--- config.mk ---
export PLATFORM = sky130hd
export DESIGN_NAME = rl_capture_chan
export DESIGN_NICKNAME = d
export VERILOG_FILES = /design/src/rtl/rlc_pkg.sv /design/src/rtl/rlc_run_tracker.sv /design/src/rtl/rlc_ctrl.sv /design/src/rtl/rl_capture_chan.sv
export SDC_FILE = /design/constraint.sdc
export NUM_CORES = 1
export LEC_CHECK = 0
export BUFFER_PORTS_ARGS = -buffer_cell sky130_fd_sc_hd__buf_4
export CORE_MARGIN = 1.5
export CORE_UTILIZATION = 50
export DETAILED_ROUTE_END_ITERATION = 12
export PLACE_DENSITY = 0.71
export SLEW_MARGIN = 30
export SYNTH_ARGS = -nofsm -noshare
export SYNTH_HDL_FRONTEND = slang
export SYNTH_HIERARCHICAL = 1
export SYNTH_SLANG_ARGS = --single-unit
--- constraint.sdc ---
create_clock -name clk -period 4.21 [get_ports clk]
set_clock_uncertainty 0.2 [all_clocks]
set_input_delay 0.6315 -clock clk [delete_from_list [all_inputs] [get_ports clk]]
set_output_delay 0.6315 -clock clk [all_outputs]
set_load 0.01 [all_outputs]
--- src/rtl/rlc_pkg.sv ---
package rlc_pkg;
  typedef enum logic [1:0] {
    ST_IDLE  = 2'd0,
    ST_RUN   = 2'd1,
    ST_FLUSH = 2'd2,
    ST_HALT  = 2'd3
  } rlc_state_e;
endpackage

--- src/rtl/rlc_run_tracker.sv ---
module rlc_run_tracker #(
  parameter int CNT_W = 12
) (
  input  logic             clk,
  input  logic             rst_n,
  input  logic             clear,
  input  logic             take,
  input  logic             smp_bit,
  output logic             need_emit,
  output logic             run_lvl,
  output logic [CNT_W-1:0] run_cnt
);
  localparam logic [CNT_W-1:0] CNT_MAX = {CNT_W{1'b1}};
  localparam logic [CNT_W-1:0] CNT_ONE = {{(CNT_W-1){1'b0}}, 1'b1};

  logic             have_q, have_d;
  logic             lvl_d;
  logic [CNT_W-1:0] cnt_d;

  // A run closes on a level change or when its count is full.
  assign need_emit = have_q && ((smp_bit != run_lvl) || (run_cnt == CNT_MAX));

  always_comb begin
    have_d = have_q;
    lvl_d  = run_lvl;
    cnt_d  = run_cnt;
    if (clear) begin
      have_d = 1'b0;
      lvl_d  = 1'b0;
      cnt_d  = '0;
    end else if (take) begin
      if (!have_q || need_emit) begin
        have_d = 1'b1;
        lvl_d  = smp_bit;
        cnt_d  = CNT_ONE;
      end else begin
        cnt_d  = run_cnt + CNT_ONE;
      end
    end
  end

  always_ff @(posedge clk or negedge rst_n) begin
    if (!rst_n) begin
      have_q  <= 1'b0;
      run_lvl <= 1'b0;
      run_cnt <= '0;
    end else if (clear || take) begin
      have_q  <= have_d;
      run_lvl <= lvl_d;
      run_cnt <= cnt_d;
    end
  end

  // a run in progress never shows a zero count
  a_r3_run_nonzero: assert property (@(posedge clk) disable iff (!rst_n)
    (take && !clear) |=> (run_cnt != '0));
endmodule

--- src/rtl/rlc_ctrl.sv ---
module rlc_ctrl
  import rlc_pkg::*;
(
  input  logic       clk,
  input  logic       rst_n,
  input  logic       arm,
  input  logic       smp_valid,
  input  logic       need_emit,
  input  logic       fifo_ready,
  output rlc_state_e state,
  output logic       take,
  output logic       clear,
  output logic       emit
);
  rlc_state_e state_d;

  always_comb begin
    state_d = state;
    take    = 1'b0;
    clear   = 1'b0;
    emit    = 1'b0;
    if (arm) begin
      state_d = ST_RUN;
      clear   = 1'b1;
    end else begin
      case (state)
        ST_RUN: begin
          if (smp_valid) begin
            if (need_emit && !fifo_ready) begin
              state_d = ST_FLUSH;
            end else begin
              take = 1'b1;
              emit = need_emit;
            end
          end
        end
        ST_FLUSH: begin
          if (fifo_ready) begin
            emit    = 1'b1;
            clear   = 1'b1;
            state_d = ST_HALT;
          end
        end
        default: ;
      endcase
    end
  end

  always_ff @(posedge clk or negedge rst_n) begin
    if (!rst_n) state <= ST_IDLE;
    else        state <= state_d;
  end

  // an emission always has FIFO room in the same cycle
  a_r6_emit_has_room: assert property (@(posedge clk) disable iff (!rst_n)
    emit |-> fifo_ready);
endmodule

--- src/rtl/rl_capture_chan.sv ---
module rl_capture_chan
  import rlc_pkg::*;
#(
  parameter int CNT_W = 12
) (
  input  logic             clk,
  input  logic             rst_n,
  input  logic             arm,
  input  logic             smp_valid,
  input  logic             smp_bit,
  input  logic             fifo_ready,
  output logic             rec_level,
  output logic [CNT_W-1:0] rec_count,
  output logic             rec_we,
  output logic             halted
);
  rlc_state_e       state;
  logic             take, clear, emit, need_emit;
  logic             run_lvl;
  logic [CNT_W-1:0] run_cnt;

  rlc_ctrl u_ctrl (
    .clk       (clk),
    .rst_n     (rst_n),
    .arm       (arm),
    .smp_valid (smp_valid),
    .need_emit (need_emit),
    .fifo_ready(fifo_ready),
    .state     (state),
    .take      (take),
    .clear     (clear),
    .emit      (emit)
  );

  rlc_run_tracker #(.CNT_W(CNT_W)) u_track (
    .clk      (clk),
    .rst_n    (rst_n),
    .clear    (clear),
    .take     (take),
    .smp_bit  (smp_bit),
    .need_emit(need_emit),
    .run_lvl  (run_lvl),
    .run_cnt  (run_cnt)
  );

  always_ff @(posedge clk or negedge rst_n) begin
    if (!rst_n) rec_we <= 1'b0;
    else        rec_we <= emit;
  end

  always_ff @(posedge clk or negedge rst_n) begin
    if (!rst_n) begin
      rec_level <= 1'b0;
      rec_count <= '0;
    end else if (emit) begin
      rec_level <= run_lvl;
      rec_count <= run_cnt;
    end
  end

  assign halted = (state == ST_FLUSH) || (state == ST_HALT);

  // no write without FIFO room one cycle earlier
  a_r10_we_after_ready: assert property (@(posedge clk) disable iff (!rst_n)
    rec_we |-> $past(fifo_ready));
  // a written record never carries a zero length
  a_r2_count_nonzero: assert property (@(posedge clk) disable iff (!rst_n)
    rec_we |-> (rec_count != '0));
  // halted is sticky until arm
  a_r8_halt_sticky: assert property (@(posedge clk) disable iff (!rst_n)
    (halted && !arm) |=> halted);
  // the flush record is the last one
  a_r7_single_flush: assert property (@(posedge clk) disable iff (!rst_n)
    (halted && rec_we) |=> !rec_we);
endmodule

==> results of run 1 <==
-- through the flow --
step / util / setup slack, ps / hold WS [ps]
6_report: 0.620 / 1590 / 19.2
5_1_grt: 0.620 / 1470 / 25.5
4_1_cts: 0.620 / 1610 / 10.3
3_5_place_dp: 0.598 / 1630 / 298
3_3_place_gp: 0.598 / 1700 / 292
2_1_floorplan: - / 1450 / 136
-- cells by family (layout without fill, tap and decap cells) --
family                   Yosys count  in the layout  share of synthesized area
buffers and inverters             10             34                     0.0401
AO/OA/AOI/OAI                     16             16                     0.0908
flip-flops                        30             30                      0.491
AND/OR/NAND/NOR                   44             44                      0.169
adder cells (fa/ha/maj)            3              3                     0.0246
XOR/XNOR                           9              9                     0.0516
multiplexers                      15             15                      0.133
-- flip-flops by register name, summed over array words and instances, names as in the netlist --
name and count:
u_ctrl/state 2, u_track/run_lvl 1, rec_count 12, rec_level 1, u_track/have_q 1, u_track/run_cnt 12
rec_we 1
-- Yosys cell counts, drive strengths merged (3+ instances only) --
cell   number  area, µm²
buf         5       42.5
inv         4       15.0
a21oi       4       20.0
ha          3       37.5
nand3       5       37.5
nor2       15       56.3
dfrtp      30        751
xor2        5       43.8
nand2       4       15.0
nand4       3       18.8
and4        3       30.0
xnor2       4       35.0
mux2       13        184
-- placed cells by master (no fill, tap or decap), drive strengths merged --
cell	netlist	layout
dfrtp	30	30
buf	5	22
nor2	15	15
mux2	13	13
clkbuf	1	7
xor2	5	5
nand3	5	5
inv	4	4
nand2	4	4
xnor2	4	4
a21oi	4	4
ha	3	3
nand4	3	3
and4	3	3
nor2b	2	2
nand2b	2	2
and3	2	2
and2	2	2
mux2i	2	2
a21o	2	2
a31oi	2	2
nor3	2	2
clkinv	0	1
nor4b	1	1
and2b	1	1
nand4b	1	1
and3b	1	1
a211o	1	1
a221oi	1	1
a21boi	1	1
o21ai	1	1
a41oi	1	1
o2111ai	1	1
o2111a	1	1
o32ai	1	1
-- worst max-delay path, stage by stage, from the launching register on --
cell      delay [ps]
dfrtp_1          420
ha_1             240
and4_4           270
nand3_4          100
a21boi_1         230
and2b_2          180
nor3_1            40
buf_4            170
o2111a_2         300
nand4_1          130
xor2_1           160
nor2_1            50
-- per-layer routing --
layer,track usage,part of all wire,wire length [µm],vias to the layer above
li1,-,-,-,502
met1,0.238,0.48,1240,501
met2,0.252,0.47,1230,16
met3,0.0615,0.030,79,5
met4,0.0797,0.017,44,0
met5,0,0,0,-
-- worst min path at each step --
stage,startpoint,cells past startpoint,endpoint
2_1_floorplan,rst_n,0,rec_count[0]
3_3_place_gp,rec_count[6],1,rec_count[6]
3_5_place_dp,rec_count[6],1,rec_count[6]
4_1_cts,rst_n,1,u_track/run_cnt[1]
5_1_grt,rst_n,1,u_track/run_cnt[9]
6_report,rst_n,1,u_track/run_cnt[2]
-- cell type report --
type,instances,area share
well taps,31,0.0221
clock buffers,7,0.0314
inverters,4,0.00857
clock inverters,1,0.00286
flip-flops and latches,30,0.428
repair buffers,22,0.0942
multi-input cells,87,0.413
-- power breakdown --
| group | internal, W | total, W | switching (W) |
|---|---|---|---|
| logic | 0.0000165 | 0.0000388 | 0.0000223 |
| clock network | 0.0000808 | 0.000171 | 0.0000905 |
| registers | 0.000292 | 0.000295 | 0.00000327 |
| total | 0.000389 | 0.000505 | 0.000116 |
==> reports/results.ini, run 1 <==
[status]
status = finished, final reports clean

[final_layout]
seqCellArea_um2 = 751
multiInputGateArea_um2 = 723
postLayoutCellArea_um2 = 1750
n_fill_cell = 244
finalNonFillerCells = 182
final_nets = 159
area_growth_pct = 14.6
drive_above_1_share = 0.344
antennaDiodeCount = 0

[sta]
relSlewSlack = 0.751
final_hold_viol_count = 0
final-setup-viol-count = 0
rsz0062_at_grt = false
tns_ps = 0
finalCritPeriodShare = 0.622
post-route-min-period_ps = 2620
clock.fmax_mhz = 382
tightest_slew_ps = 373
slew_violations = 0

[pwr]
peakVddDrop_mv = 0.210
p_total_w = 0.000505
power_leakage_nw = 0.832
powerDensity_nw_per_um2 = 288

[clocking]
cts_num_sinks = 30
h-tree-depth = 2
cts_tree = done
hold_buffers = 0
cts_setup_buffers = 0
clk_latency_ps = 320
path_clk_slew_ps = 90
cts.repair.resized = 0
root_buffer = clkbuf_4
clockBufferDepth = 2
cts_buffers = 5

[floorplan]
ios = 21
initial_core_util = 0.540
dieHeight_um = 58.3
dieArea_um2 = 3400
core_um2 = 2830
rows = 19
chipWidth_um = 58.3

[yosys]
syn-num-nets = 136
mappedNetlistArea_um2 = 1530
ys.flop_type = dfrtp_1
synth_edf_count = 0
ys_ff_latch = 30
syn-instance-count = 127
seq_area_frac_synth = 0.491
ys_async_sr_fraction = 1.00
syn_avg_cell_area_um2 = 12.0
yosysWarnings = 6
synth_cell_types = 43

[global_routing]
grt_overflow = 0
antenna_found_initial = 0
grt_max_degree = 31
grt_pass1_vias = 938
grt_use_total = 0.175
grt_pass1_wl_um = 4380

[min_path]
hold_path_class = input port to async pin

[setup_path]
cp-endpoint = u_track/run_cnt[11]
reg2reg_slack_ps = 1590
reg2reg_from = u_track/run_cnt[0]
r2r-end = u_track/run_cnt[11]
crit_start = u_track/run_cnt[0]
critPathArrivalTime_ps = 2620
rr_worst_depth = 11
critical_path_class = register to register
worstPathRequired_ps = 4210
cp_max_fo = 13
worst_setup_path_end_kind = register
worstSetupStartpointType = register

[placed_design]
gp_congestion = 0.778
postPlaceCellArea_um2 = 1690
dp.cells = 174
dp_hpwl_um = 1870
port_buffers = 20

[detailed_routing]
drt_iter0_markers = 43
drc = 0
ant_nets = 0
wl_um = 2600
dr_total_vias = 1024
wl_per_cell_um = 14.3
avgViaCountPerCell = 5.63
dr.pass1.iters = 6

[job]
drv_cap = 0

Note: power is estimated with default switching activity, not from simulation.
==> run 2, diff against run 1 <==
--- a/config.mk
+++ b/config.mk
@@ -9,7 +9,7 @@
 export CORE_MARGIN = 1.5
 export CORE_UTILIZATION = 50
 export DETAILED_ROUTE_END_ITERATION = 12
-export PLACE_DENSITY = 0.71
+export PLACE_DENSITY = 0.74
 export SLEW_MARGIN = 30
 export SYNTH_ARGS = -nofsm -noshare
 export SYNTH_HDL_FRONTEND = slang
==> constraint.sdc (replaced) <==
create_clock -name clk -period 2.35 [get_ports clk]
set_clock_uncertainty 0.2 [all_clocks]
set_input_delay 0.3525 -clock clk [delete_from_list [all_inputs] [get_ports clk]]
set_output_delay 0.3525 -clock clk [all_outputs]
set_load 0.01 [all_outputs]
==> run 2 against run 1 <==
The flow now finishes with violations (DRC, setup timing). Die area unchanged. Sequential power increased by 79%. Hold slack improved by 20 ps. Highest routed layer unchanged.
==> reports/results.ini, run 2 (synthesis results as in run 1) <==
[detailed_routing]
dr.pass1.iters = 10  ; was 6
drc = 2  ; was 0
ant_nets = 0  ; unchanged
wl_um = 3240  ; was 2600 µm
drt_iter0_markers = 38  ; was 43
wl_per_cell_um = 16.0  ; was 14.3 µm
avgViaCountPerCell = 5.57  ; was 5.63
dr_total_vias = 1131  ; was 1024

[pwr]
power_leakage_nw = 0.955  ; was 0.832 nW
peakVddDrop_mv = 0.464  ; was 0.210 mV
p_int_w = 0.000715  ; was 0.000389 W
p_comb_frac = 0.103  ; was 0.077
power.share.clock = 0.337  ; was 0.339
power_frac_seq = 0.560  ; was 0.584
powerDensity_nw_per_um2 = 476  ; was 288 nW/µm²
switchingPower_w = 0.000230  ; was 0.000116 W
switching_share = 0.243  ; was 0.230
p_total_w = 0.000945  ; was 0.000505 W

[sta]
final-setup-viol-count = 4  ; was 0
relSlewSlack = 0.756  ; was 0.751
tightest_slew_ps = 366  ; was 373 ps
post-route-min-period_ps = 2410  ; was 2620 ps
rsz0062_at_grt = true  ; was false
clock.fmax_mhz = 415  ; was 382 MHz
fin_ws_ps = -58.9  ; was 1590 ps
finalCritPeriodShare = 1.03  ; was 0.622
tns_ps = -125  ; was 0 ps
slew_violations = 0  ; unchanged
final_hold_viol_count = 0  ; unchanged

[final_layout]
top_regs = rec_count: 12 flops, u_track/run_cnt: 12 flops, u_ctrl/state: 2 flops  ; unchanged
mostFrequentLayoutCells = buf_4, dfrtp_1, nor2_1  ; was dfrtp_1, buf_4, nor2_1
area_growth_pct = 30.0  ; was 14.6%
postLayoutCellArea_um2 = 1990  ; was 1750 µm²
final_nets = 180  ; was 159
drive_above_1_share = 0.442  ; was 0.344
final_common_cell = buf_4  ; was dfrtp_1
antennaDiodeCount = 0  ; unchanged

[clocking]
clockBufferDepth = 2  ; unchanged
path_clk_slew_ps = 90  ; about the same
cts_buffers = 5  ; unchanged
root_buffer = clkbuf_4  ; unchanged
cts_num_sinks = 30  ; unchanged
cts_tree = done  ; unchanged
h-tree-depth = 2  ; unchanged
clk_latency_ps = 330  ; was 320 ps

[setup_path]
critPathArrivalTime_ps = 2410  ; was 2620 ps
cpMaxStageDelayCell = dfrtp_1  ; unchanged
rr_worst_depth = 11  ; unchanged
worstPathCellList = ha_2, and4_4, nand3_4, a21boi_4, and2b_2, nor3_2, buf_4, o2111a_2, nand4_1, xor2_1, nor2_1  ; was ha_1, and4_4, nand3_4, a21boi_1, and2b_2, nor3_1, buf_4, o2111a_2, nand4_1, xor2_1, nor2_1
cp-endpoint = u_track/run_cnt[9]  ; was u_track/run_cnt[11]
worstSetupStartpointType = register  ; unchanged
critical_path_class = register to register  ; unchanged
worst_setup_path_end_kind = register  ; unchanged
reg2reg_from = u_track/run_cnt[0]  ; unchanged
crit_start = u_track/run_cnt[0]  ; unchanged
cp_max_fo = 5  ; was 13
reg2reg_slack_ps = -60  ; was 1590 ps
slowest_delay_ps = 400  ; was 420 ps
worstPathRequired_ps = 2350  ; was 4210 ps
r2r-end = u_track/run_cnt[9]  ; was u_track/run_cnt[11]

[global_routing]
antenna_found_initial = 0  ; unchanged
grt_max_degree = 31  ; unchanged
grt_pass1_vias = 1067  ; was 938
grt_pass1_wl_um = 5110  ; was 4380 µm
grt_overflow = 0  ; unchanged
grt_use_total = 0.201  ; was 0.175

[floorplan]
initial_core_util = 0.540  ; unchanged
dieArea_um2 = 3400  ; unchanged
chipWidth_um = 58.3  ; unchanged
rows = 19  ; unchanged
core_um2 = 2830  ; unchanged
ios = 21  ; unchanged
dieHeight_um = 58.3  ; unchanged

[status]
status = finished, violations left  ; was finished, final reports clean
violations = DRC, setup timing

[placed_design]
postPlaceCellArea_um2 = 1810  ; was 1690 µm²
gp_congestion = 0.955  ; was 0.778
port_buffers = 20  ; unchanged
dp_hpwl_um = 2140  ; was 1870 µm

[min_path]
hold_path_class = input port to register  ; was input port to async pin

[job]
drv_cap = 0  ; unchanged

## run 2: cell types whose count changed in the layout (fill, tap and decap cells not counted), sizes merged
cell and change:
clkbuf +1, dlygate4sd3 +1, buf +19
## run 2: area by class of cell
| class | count | area, µm² |
|---|---|---|
| Timing Repair Buffer | 43 | 358 |
| Multi-Input combinational cell | 87 | 764 |
| Tap cell | 31 | 38.8 |
| Fill cell | 201 | 842 |
| Clock buffer | 7 | 55.1 |
| Sequential cell | 30 | 751 |
| Inverter | 4 | 15.0 |
| Clock inverter | 1 | 5.00 |
## run 2: how the worst min path moves through the flow
stage / to / cells past startpoint / slack (ps) / from
2_1_floorplan: rec_count[0] / 0 / -140 / rst_n
3_3_place_gp: u_ctrl/state[1] / 1 / 100 / rst_n
3_5_place_dp: u_ctrl/state[0] / 1 / 100 / rst_n
4_1_cts: u_ctrl/state[1] / 2 / 20 / arm
5_1_grt: u_ctrl/state[1] / 2 / 30 / arm
6_report: u_ctrl/state[1] / 2 / 40 / arm
## run 2: critical path, delay by kind of cell (launching register included)
kind                       cells  cell delay [ps]
xor gates and xnor gates       1              150
buffers and inverters          1              180
AOI/OAI and AO/OA              2              310
and+or+nand+nor                6              850
DFF                            1              400
adders and majority gates      1              200
## run 2: power by group through the flow
stage | Sequential [W] | Clock [W] | Combinational, W
after floorplan | 0.000540 | 0 | 0.0000384
after detailed placement | 0.000539 | 0 | 0.0000781
after global placement | 0.000539 | 0 | 0.0000758
final | 0.000529 | 0.000319 | 0.0000976
after CTS | 0.000529 | 0.000327 | 0.0000793
after global routing | 0.000530 | 0.000352 | 0.000106
## run 2: what timing repair did
item / 4_1_cts / 5_1_grt
resized for setup: 0 / 8
gates cloned: 0 / 1
setup buffers: 0 / 5
pin swaps: 0 / 8
hold buffers: 1 / 0
endpoints found under the setup margin: 7 / 24
endpoints found under the hold margin: 30 / 0
## run 2: metrics by stage
step / cells / worst slack [ps] / hold slack, ps / util
after floorplan: 127 / -122 / -143 / -
after global placement: 188 / 69.3 / 95.1 / 0.641
after detailed placement: 188 / 11.6 / 105 / 0.641
after CTS: 197 / -12.1 / 17.8 / 0.666
after global routing: 203 / -144 / 34.0 / 0.702
final: 203 / -58.9 / 39.7 / 0.702
## run 2: metal layers
| layer | global-route usage | wire (µm) |
|---|---|---|
| met5 | 0 | 0 |
| met4 | 0.0797 | 44 |
| met3 | 0.0462 | 108 |
| met2 | 0.292 | 1500 |
| met1 | 0.292 | 1590 |
==> run 3, diff against run 2 <==
--- a/config.mk
+++ b/config.mk
@@ -5,11 +5,12 @@
 export SDC_FILE = /design/constraint.sdc
 export NUM_CORES = 1
 export LEC_CHECK = 0
+export ABC_AREA = 1
 export BUFFER_PORTS_ARGS = -buffer_cell sky130_fd_sc_hd__buf_4
 export CORE_MARGIN = 1.5
 export CORE_UTILIZATION = 50
 export DETAILED_ROUTE_END_ITERATION = 12
-export PLACE_DENSITY = 0.74
+export PLACE_DENSITY = 0.73
 export SLEW_MARGIN = 30
 export SYNTH_ARGS = -nofsm -noshare
 export SYNTH_HDL_FRONTEND = slang
==> run 3 against run 2 <==
The flow now finishes without violations. Register-to-register slack gained 190 ps. Clock-buffer cell count did not move. Sequential cell count unchanged. Clock power rose by 2%. Combinational power rose to 4.1 times the previous value. Fmax increased by 8.8%. Power is 38% higher. Sequential power up 11%. Global-route usage rose by 0.78 points. Hold slack better by 48 ps. Largest cell class unchanged.
==> reports/results.ini, run 3 <==
[status]
status = finished, final reports clean  ; was finished, violations left

[sta]
final_hold_viol_count = 0  ; unchanged
finalCritPeriodShare = 0.942  ; was 1.03
slew_violations = 0  ; unchanged
tns_ps = 0  ; was -125 ps
clock.fmax_mhz = 452  ; was 415 MHz
relSlewSlack = 0.746  ; was 0.756
fin_ws_ps = 135  ; was -58.9 ps
final-setup-viol-count = 0  ; was 4
post-route-min-period_ps = 2210  ; was 2410 ps
whs_ps = 87.7  ; was 39.7 ps
tightest_slew_ps = 381  ; was 366 ps

[placed_design]
dp_slack_ps = -9.73  ; was 11.6 ps
port_buffers = 20  ; unchanged
dp_hpwl_um = 2260  ; was 2140 µm
gp_congestion = 0.899  ; was 0.955

[yosys]
synthMuxAreaShare = 0  ; was 0.133
synth_top_area_share = 0.471  ; was 0.491
syn-num-nets = 201  ; was 136
synth-xor-area-share = 0.0322  ; was 0.0516
yosys.area.top_type = dfrtp_1  ; unchanged
seq_area_frac_synth = 0.471  ; was 0.491
mappedNetlistArea_um2 = 1600  ; was 1530 µm²
synthAdderAreaFrac = 0.0235  ; was 0.0245
ys_async_sr_fraction = 1.00  ; unchanged
synth_cell_types = 29  ; was 43
yosysWarnings = 6  ; unchanged
synth.area.top_cells = dfrtp_1, nand2_1, nor2_2  ; was dfrtp_1, mux2_4, nor2_1
synth_edf_count = 0  ; unchanged
ys_top_cells_by_count = nand2_1, dfrtp_1, inv_1, nor2_2, nor2_1  ; was dfrtp_1, nor2_1, mux2_4, xor2_1
syn_avg_cell_area_um2 = 8.31  ; was 12.0 µm²
ys_ff_latch = 30  ; unchanged
synth_simple_gate_area_share = 0.368  ; was 0.169
synth_top_family_by_area = simple AND/OR/NAND/NOR gates  ; unchanged
synth_compound_area_frac = 0.0361  ; was 0.0908
ys.flop_type = dfrtp_1  ; unchanged
synthMostInstantiatedCell = nand2_1  ; was dfrtp_1
syn-instance-count = 192  ; was 127

[pwr]
peakVddDrop_mv = 0.397  ; was 0.464 mV
power_leakage_nw = 0.959  ; was 0.955 nW
powerDensity_nw_per_um2 = 667  ; was 476 nW/µm²

[detailed_routing]
drc = 0  ; was 2
dr.pass1.iters = 4  ; was 10
wl_um = 3320  ; was 3240 µm
avgViaCountPerCell = 4.89  ; was 5.57
drt_iter0_markers = 66  ; was 38
wl_per_cell_um = 12.2  ; was 16.0 µm
ant_nets = 0  ; unchanged
dr_total_vias = 1331  ; was 1131

[final_layout]
n_fill_cell = 256  ; was 201
antennaDiodeCount = 0  ; unchanged
final_nets = 236  ; was 180
final_util = 0.642  ; was 0.702
final_common_cell = nand2_1  ; was buf_4
mostFrequentLayoutCells = nand2_1, buf_4, dfrtp_1  ; was buf_4, dfrtp_1, nor2_1
area_growth_pct = 22.8  ; was 30.0%
top_regs = rec_count: 12 flops, u_track/run_cnt: 12 flops, u_ctrl/state: 2 flops  ; unchanged
drive_above_1_share = 0.316  ; was 0.442

[floorplan]
dieArea_um2 = 3540  ; was 3400 µm²
rows = 20  ; was 19
ios = 21  ; unchanged
core_um2 = 3050  ; was 2830 µm²
initial_core_util = 0.523  ; was 0.540
dieHeight_um = 59.5  ; was 58.3 µm
chipWidth_um = 59.5  ; was 58.3 µm

[clocking]
cts_num_sinks = 30  ; unchanged
cts_buffers = 5  ; unchanged
cts_tree = done  ; unchanged
clk_latency_ps = 330  ; about the same
h-tree-depth = 2  ; unchanged
root_buffer = clkbuf_4  ; unchanged
path_clk_slew_ps = 90  ; about the same
clockBufferDepth = 2  ; unchanged

[global_routing]
grt_max_degree = 31  ; unchanged
grt_pass1_wl_um = 5340  ; was 5110 µm
grt_use_total = 0.209  ; was 0.201
grt_pass1_vias = 1242  ; was 1067
grt_overflow = 0  ; unchanged
antenna_found_initial = 0  ; unchanged

[setup_path]
cp_max_fo = 5  ; unchanged
worstSetupStartpointType = register  ; unchanged
critPathArrivalTime_ps = 2240  ; was 2410 ps
worst_setup_path_end_kind = register  ; unchanged
worstPathRequired_ps = 2380  ; was 2350 ps
critical_path_class = register to register  ; unchanged

[job]
drv_cap = 0  ; unchanged

[min_path]
hold_path_class = input port to register  ; unchanged

[run 3: cell types whose count changed after synthesis, sizes merged, moves of 3 or more]
cell   before  now
and4        3    0
buf         5    2
inv         4   19
mux2       13    0
nand2       4   77
nand3       5   12
nor2       15   22
o21ai       1    6
[run 3: what timing repair did]
action                                  4_1_cts  5_1_grt
endpoints found under the hold margin        30        0
endpoints found under the setup margin       19       26
hold buffers                                  1        0
pin swaps                                     1        5
setup buffers                                 2        3
cloned                                        0        0
gates resized for setup                       1        8
[run 3: final cells by class]
class | count | area (µm²) | area share
Inverter | 20 | 88.8 | 0.0453
Clock inverter | 1 | 5.00 | 0.00255
Multi-Input combinational cell | 139 | 768 | 0.392
Clock buffer | 7 | 55.1 | 0.0281
Timing Repair Buffer | 31 | 235 | 0.120
Sequential cell | 30 | 752 | 0.384
Tap cell | 44 | 55.1 | 0.0281
[run 3: logic make-up after synthesis]
logic type	Yosys count
flip-flops	30
adder cells (fa/ha/maj)	3
XOR/XNOR	5
AO/OA/AOI/OAI	11
AND/OR/NAND/NOR	120
buffers and inverters	23
[run 3: path summary, 6_finish.rpt]
kind | slack, ps | start | to | cells past startpoint
hold / removal | 90 | smp_bit | u_track/run_lvl | 3
max in group asynchronous | 1360 | rst_n | u_track/run_cnt[3] | 2
setup / recovery | 140 | u_track/run_cnt[1] | u_track/run_cnt[11] | 15
setup reg to reg | 140 | u_track/run_cnt[1] | u_track/run_cnt[11] | 15
hold reg to reg | 280 | rec_count[6] | rec_count[6] | 2
min in group asynchronous | 280 | rst_n | u_track/run_cnt[7] | 2
[run 3: power by group]
part,internal [W],switching [W],leakage (nW)
Combinational,0.000164,0.000233,0.512
Sequential,0.000554,0.0000306,0.412
Clock,0.000145,0.000180,0.0353
Total,0.000864,0.000444,0.959
[run 3: metrics by stage]
stage / std cells / area, µm² / total power, W
floorplan: 192 / 1600 / 0.000834
global placement: 258 / 1820 / 0.000933
detailed placement: 258 / 1820 / 0.000946
CTS: 269 / 1910 / 0.00129
global route: 272 / 1960 / 0.00138
finish: 272 / 1960 / 0.00131
[run 3: layer usage]
metal,wire [µm],vias up,track usage,part of all wire
met5,0,-,0,0
met4,62,0,0.0974,0.019
met3,162,8,0.0590,0.049
met2,1680,39,0.349,0.51
met1,1410,615,0.246,0.43
li1,-,669,-,-
[run 3: worst max-delay path, stage by stage (launching register included)]
cell and delay, ps:
dfrtp_1 430, ha_4 180, inv_1 60, nor2_4 120, nand3_2 110, a21oi_2 180
nand2_1 90, nand3_2 90, nor2_2 60, nor2_4 160, buf_4 170, nor2_4 50
nand2_1 60, nand2_1 50, nand2_1 60, nor2_2 40
